<file path="config.mk">
export PLATFORM = sky130hd
export DESIGN_NAME = ext_irq_flags
export DESIGN_NICKNAME = d
export VERILOG_FILES = /design/src/rtl/ext_irq_pkg.sv /design/src/rtl/irq_pin_sync.sv /design/src/rtl/irq_trig_cfg.sv /design/src/rtl/irq_flag_cell.sv /design/src/rtl/ext_irq_flags.sv
export SDC_FILE = /design/constraint.sdc
export NUM_CORES = 1
export LEC_CHECK = 0
export BUFFER_PORTS_ARGS = -buffer_cell sky130_fd_sc_hd__buf_4
export CORE_AREA = 2 2 39 41
export DETAILED_ROUTE_END_ITERATION = 7
export DIE_AREA = 0 0 41 43
export PLACE_DENSITY = 0.47
export REMOVE_ABC_BUFFERS = 1
export SKIP_LAST_GASP = 1
export SYNTH_ARGS = -nofsm -noshare
export SYNTH_HDL_FRONTEND = slang
export SYNTH_SLANG_ARGS = --single-unit
</file>
<file path="constraint.sdc">
create_clock -name clk -period 2.1 [get_ports clk]
set_clock_uncertainty 0.05 [all_clocks]
set_input_delay 0.21 -clock clk [delete_from_list [all_inputs] [get_ports clk]]
set_output_delay 0.21 -clock clk [all_outputs]
set_load 0.02 [all_outputs]
</file>
<file path="src/rtl/ext_irq_pkg.sv">
package ext_irq_pkg;

    typedef enum logic {
        TRIG_LEVEL = 1'b0,
        TRIG_EDGE  = 1'b1
    } trig_mode_e;

    // events seen on one synchronized pin
    typedef struct packed {
        logic lvl_low;
        logic fall;
    } pin_evt_t;

    // control strobes for one flag
    typedef struct packed {
        logic ack;
        logic wr_en;
        logic wr_data;
    } flag_ctl_t;

    // next flag value; hardware set outranks write, write outranks ack
    function automatic logic next_flag(trig_mode_e mode, pin_evt_t evt,
                                       flag_ctl_t ctl, logic cur);
        logic nxt;
        if (mode == TRIG_EDGE) begin
            if (evt.fall)        nxt = 1'b1;
            else if (ctl.wr_en)  nxt = ctl.wr_data;
            else if (ctl.ack)    nxt = 1'b0;
            else                 nxt = cur;
        end else begin
            nxt = evt.lvl_low | (ctl.wr_en & ctl.wr_data);
        end
        return nxt;
    endfunction

endpackage

</file>
<file path="src/rtl/irq_pin_sync.sv">
module irq_pin_sync
    import ext_irq_pkg::*;
#(
    parameter int SYNC_STAGES = 2
) (
    input  logic     clk,
    input  logic     rst,
    input  logic     pin_n,
    output pin_evt_t evt
);
    localparam int LAST = SYNC_STAGES - 1;

    logic [SYNC_STAGES-1:0] chain_q;
    logic                   prev_q;

    always_ff @(posedge clk) begin
        if (rst) chain_q[0] <= 1'b1;
        else     chain_q[0] <= pin_n;
    end

    generate
        for (genvar s = 1; s < SYNC_STAGES; s++) begin : g_stage
            always_ff @(posedge clk) begin
                if (rst) chain_q[s] <= 1'b1;
                else     chain_q[s] <= chain_q[s-1];
            end
        end
    endgenerate

    always_ff @(posedge clk) begin
        if (rst) prev_q <= 1'b1;
        else     prev_q <= chain_q[LAST];
    end

    always_comb begin
        evt.lvl_low = ~chain_q[LAST];
        evt.fall    = prev_q & ~chain_q[LAST];
    end
endmodule

</file>
<file path="src/rtl/irq_trig_cfg.sv">
module irq_trig_cfg #(
    parameter int NUM_IRQ = 2
) (
    input  logic               clk,
    input  logic               rst,
    input  logic               wr,
    input  logic [NUM_IRQ-1:0] wdata,
    output logic [NUM_IRQ-1:0] mode_q
);
    always_ff @(posedge clk) begin
        if (rst)     mode_q <= '0;
        else if (wr) mode_q <= wdata;
    end
endmodule

</file>
<file path="src/rtl/irq_flag_cell.sv">
module irq_flag_cell
    import ext_irq_pkg::*;
(
    input  logic       clk,
    input  logic       rst,
    input  trig_mode_e mode,
    input  pin_evt_t   evt,
    input  flag_ctl_t  ctl,
    output logic       flag_q
);
    logic flag_d;

    always_comb flag_d = next_flag(mode, evt, ctl, flag_q);

    always_ff @(posedge clk) begin
        if (rst) flag_q <= 1'b0;
        else     flag_q <= flag_d;
    end
endmodule

</file>
<file path="src/rtl/ext_irq_flags.sv">
module ext_irq_flags
    import ext_irq_pkg::*;
#(
    parameter int NUM_IRQ     = 2,
    parameter int SYNC_STAGES = 2
) (
    input  logic               clk,
    input  logic               rst,
    input  logic [NUM_IRQ-1:0] irq_pin_n,
    input  logic               mode_wr,
    input  logic [NUM_IRQ-1:0] mode_wdata,
    input  logic [NUM_IRQ-1:0] irq_ack,
    input  logic [NUM_IRQ-1:0] flag_wr_en,
    input  logic [NUM_IRQ-1:0] flag_wr_data,
    output logic [NUM_IRQ-1:0] irq_flag
);
    logic [NUM_IRQ-1:0] trig_q;
    logic [NUM_IRQ-1:0] lvl_low_v;
    logic [NUM_IRQ-1:0] fall_v;

    irq_trig_cfg #(.NUM_IRQ(NUM_IRQ)) u_cfg (
        .clk   (clk),
        .rst   (rst),
        .wr    (mode_wr),
        .wdata (mode_wdata),
        .mode_q(trig_q)
    );

    generate
        for (genvar i = 0; i < NUM_IRQ; i++) begin : g_ch
            pin_evt_t   evt;
            flag_ctl_t  ctl;
            trig_mode_e mode;

            irq_pin_sync #(.SYNC_STAGES(SYNC_STAGES)) u_sync (
                .clk  (clk),
                .rst  (rst),
                .pin_n(irq_pin_n[i]),
                .evt  (evt)
            );

            always_comb begin
                mode        = trig_mode_e'(trig_q[i]);
                ctl.ack     = irq_ack[i];
                ctl.wr_en   = flag_wr_en[i];
                ctl.wr_data = flag_wr_data[i];
                lvl_low_v[i] = evt.lvl_low;
                fall_v[i]    = evt.fall;
            end

            irq_flag_cell u_cell (
                .clk   (clk),
                .rst   (rst),
                .mode  (mode),
                .evt   (evt),
                .ctl   (ctl),
                .flag_q(irq_flag[i])
            );
        end
    endgenerate
endmodule

</file>
# Yosys cells after proc, flatten, opt, wreduce, memory -nomap -nowiden
# Index checks and enable logic that the tools add are counted.
# Widths: inputs -> output; s select.
[totals]
regBits = 10
inputBits = 13
out_inout_bits = 2
elab_cells = 27
[op_classes]
eq_ne = 2
muxes = 8
bitwise = 8
[op_table]
columns = ["cell", "count"]
rows = [
  ["$mux 1", 8],
  ["$ne 4x4->1 const B", 2],
  ["$and 1x1->1", 4],
  ["$not 1->1", 2],
  ["$or 1x1->1", 2],
]

# Longest topological paths before layout
[logic_depth]
depth_word = 4
ltp_mapped = 3
ltp_nobuf = 3

# Hierarchy
# From an unflattened synthesis, not the netlist that was laid out.
[unflattened]
cells_unflattened = 34
area_unflattened_um2 = 355.3
[modules_own_cells]
columns = ["mod", "n_inst", "cells_each", "area_per_inst_um2"]
rows = [
  ["irq_pin_sync", 2, 8, 88.8],
  ["irq_flag_cell", 2, 6, 55.1],
  ["irq_trig_cfg", 1, 6, 67.6],
]

# Worst setup path after synthesis
# No wires, ideal clock.
[synth_path]
kind = "reg-to-reg"
start = "register u_cfg.mode_q[0]"
end = "register g_ch[0].u_cell.flag_q"
arrival_time_ns = 0.643
slack_ns = 1.287
path_stages_with_launch = 4
path_buffers = 0
cell_sequence = "dfxtp_1 > nor2b_1 > a2bb2oi_1 > a21oi_1"
[synth_between]
elab_chain_len = 1
word_cells_on_any_way = 2
classes_between = "1 x eq/ne; 1 x mux"
[synth_rtl]
columns = ["element", "line", "source"]
rows = [
  ["start, declared", "irq_trig_cfg.sv:8", "output logic [NUM_IRQ-1:0] mode_q"],
  ["start signal, assigned", "irq_trig_cfg.sv:12", "else if (wr) mode_q <= wdata;"],
  ["$ne 4x4->1 (no line) / $mux 1 (equally long branches)", "-", ""],
  ["end signal, assigned", "irq_flag_cell.sv:17", "else flag_q <= flag_d;"],
  ["end, declared", "irq_flag_cell.sv:9", "output logic flag_q"],
]
# Several ways; a longest one is shown, not always the timed one.
# A chain may end at the register's enable or synchronous reset.

# Worst setup path after layout
[layout_path]
start = "register g_ch[0].u_cell.flag_q"
end = "output port irq_flag[0]"
[layout_lines]
columns = ["element", "line", "source"]
rows = [
  ["end, declared", "ext_irq_flags.sv:15", "output logic [NUM_IRQ-1:0] irq_flag"],
]
# No word-level cell between the ends.

==> out/metrics.yaml <==
std_cell_rows: 14
rrSetupSlack_ps: 1210
synthTopCellsByCount: "10 x dfxtp_1, 4 x nor2_1, 4 x or2_1"
worst-path-max-fanout: 2
rr_startpoint: "u_cfg.mode_q[1]"
track_usage: 0.0880
p_per_area_nw_per_um2: 849
insertion_delay_ps: 260
chipHeight_um: 43
die_width_um: 41
clockRootBuffer: "clkbuf_4"
setup_ws_ps: 1100
rsz0062_at_grt: "false"
drv_slew: 0
arrival_ps: 740
post_cts_buffers: 0
cts_resized: 0
cpPeakStageDelay_ps: 340
reg2reg_to: "g_ch[1].u_cell.flag_q"
io_pins: 15
synth_warnings: 0
port-buffer-count: 14
cp-end-kind: "output pin"
finalCritPeriodShare: 0.477
start_util: 0.252
cts_tree: "yes"
path_class: "flip-flop to output pin"
synth_top_area_frac: 0.573
grt_max_degree: 11
drt_iter0_markers: 2
yosys.area.top_type: "dfxtp_1"
ys_types: 11
power_leakage_nw: 0.213
cp_top_family: "flip-flops"
syn_to_final_growth_pct: 38.7
wire_per_inst_um: 8.70
wl_um: 557
path_clk_slew_ps: 70
start_kind: "flip-flop"
grt_pass1_vias: 227
fin_hold_ws_ps: 67.8
grt_overflow: 0
rr_worst_depth: 3
hp-class: "input pin to flip-flop"
antenna-diode-count: 0
coreArea_um2: 1380
final_nets: 62
postRouteAntennaNets: 0
utilization: 0.350
htreeDepth: 1
finalHoldViolCount: 0
layout-drive-gt1-share: 0.417
crit_path_cell_trace: "buf_4"
vias: 258
slowest_stage: "dfxtp_1"
grt_first_pass_wirelength_um: 869
antenna_found_initial: 0
place_congestion: 0.528
dr.pass1.iters: 3
layout.cells.non_filler: 64
cts-hold-fix-buffers: 0
required_ps: 1840
viasPerCell: 4.03
cp-startpoint: "g_ch[0].u_cell.flag_q"
cp.depth: 1
avgSynthCellArea_um2: 10.6
clock_path_buffers: 2
drc: 0
cts.sinks: 10
yosysSeqAreaShare: 0.573
maxCapViolations: 0
dpl.cell_count: 60
ys_seq_elements: 10
max-vdd-ir-drop_mv: 0.271
yosysMostFrequentCell: "dfxtp_1"
tightest_slew_ps: 123
cts_buffers: 3
synthArstFlopShare: 0
status: "completed"
crit_buf_inv: 1
crit_end: "irq_flag[0]"
setup_viol: 0
fin_tns_setup_ps: 0
synth_edf_count: 0
min_period_ps: 1000
die_area_um2: 1760
synthTopCellsByArea: "dfxtp_1 57%, or2_1 7.2%, mux2i_1 5.7%"
max_freq_mhz: 998
slew_headroom: 0.916
place_ws_ps: 1220
synth_area_um2: 349
synthCells: 33
yosys_most_used_dff: "dfxtp_1"
## power by group
group	internal, mW	leakage (nW)	switching (mW)
Clock	0.105	0.0210	0.0654
Sequential	0.199	0.0826	0.00383
Combinational	0.0246	0.109	0.0131
## per-stage QoR
step / cell area, um2 / power [mW]
6_report: 484 / 0.411
5_1_grt: 484 / 0.442
4_1_cts: 484 / 0.419
3_5_place_dp: 448 / 0.246
3_3_place_gp: 448 / 0.244
2_1_floorplan: 323 / 0.220
## sequential cells by signal, summed over array words and instances (netlist names)
name and count:
g_ch.u_cell.flag_q 2, g_ch.u_sync.chain_q 4, u_cfg.mode_q 2, g_ch.u_sync.prev_q 2
## final cells by class
type | count | area, um2
fillers | 152 | 900
flip-flops and latches | 10 | 200
multi-input cells | 20 | 123
repair buffers | 14 | 105
clock buffers | 4 | 36.3
well taps | 16 | 20.0
## worst min-delay path by stage
stage / start / end / slack [ps] / depth (start not counted)
6_report: irq_pin_n[0] / g_ch[0].u_sync.chain_q[0] / 70 / 2
5_1_grt: irq_pin_n[0] / g_ch[0].u_sync.chain_q[0] / 50 / 2
4_1_cts: irq_pin_n[0] / g_ch[0].u_sync.chain_q[0] / 60 / 2
3_5_place_dp: g_ch[1].u_sync.chain_q[0] / g_ch[1].u_sync.chain_q[1] / 340 / 1
3_3_place_gp: g_ch[1].u_sync.chain_q[0] / g_ch[1].u_sync.chain_q[1] / 340 / 1
2_1_floorplan: rst / g_ch[0].u_cell.flag_q / 230 / 1
## cells in the final DEF (no fill, tap or decap), drive strengths merged
cell type	instances
nand3	2
a21oi	2
nor2b	2
buf	14
a2bb2oi	2
nor2	4
or2	6
dfxtp	10
mux2i	2
clkbuf	4
## cells by family (layout without fill, tap and decap cells)
logic type / count (synthesis) / after routing / share of synthesized area
DFF: 10 / 10 / 0.573
muxes: 2 / 2 / 0.0573
and+or+nand+nor: 14 / 14 / 0.215
AOI/OAI and AO/OA: 4 / 4 / 0.0789
buffers and inverters: 3 / 18 / 0.0753
## routing by layer
layer | global-route usage | vias up | share of wire
met2 | 0.100 | 12 | 0.43
met5 | 0 | - | 0
li1 | - | 135 | -
met4 | 0.100 | 0 | 0.041
met1 | 0.0822 | 108 | 0.40
met3 | 0.0785 | 3 | 0.12
Note: power is estimated with default switching activity, not from simulation.
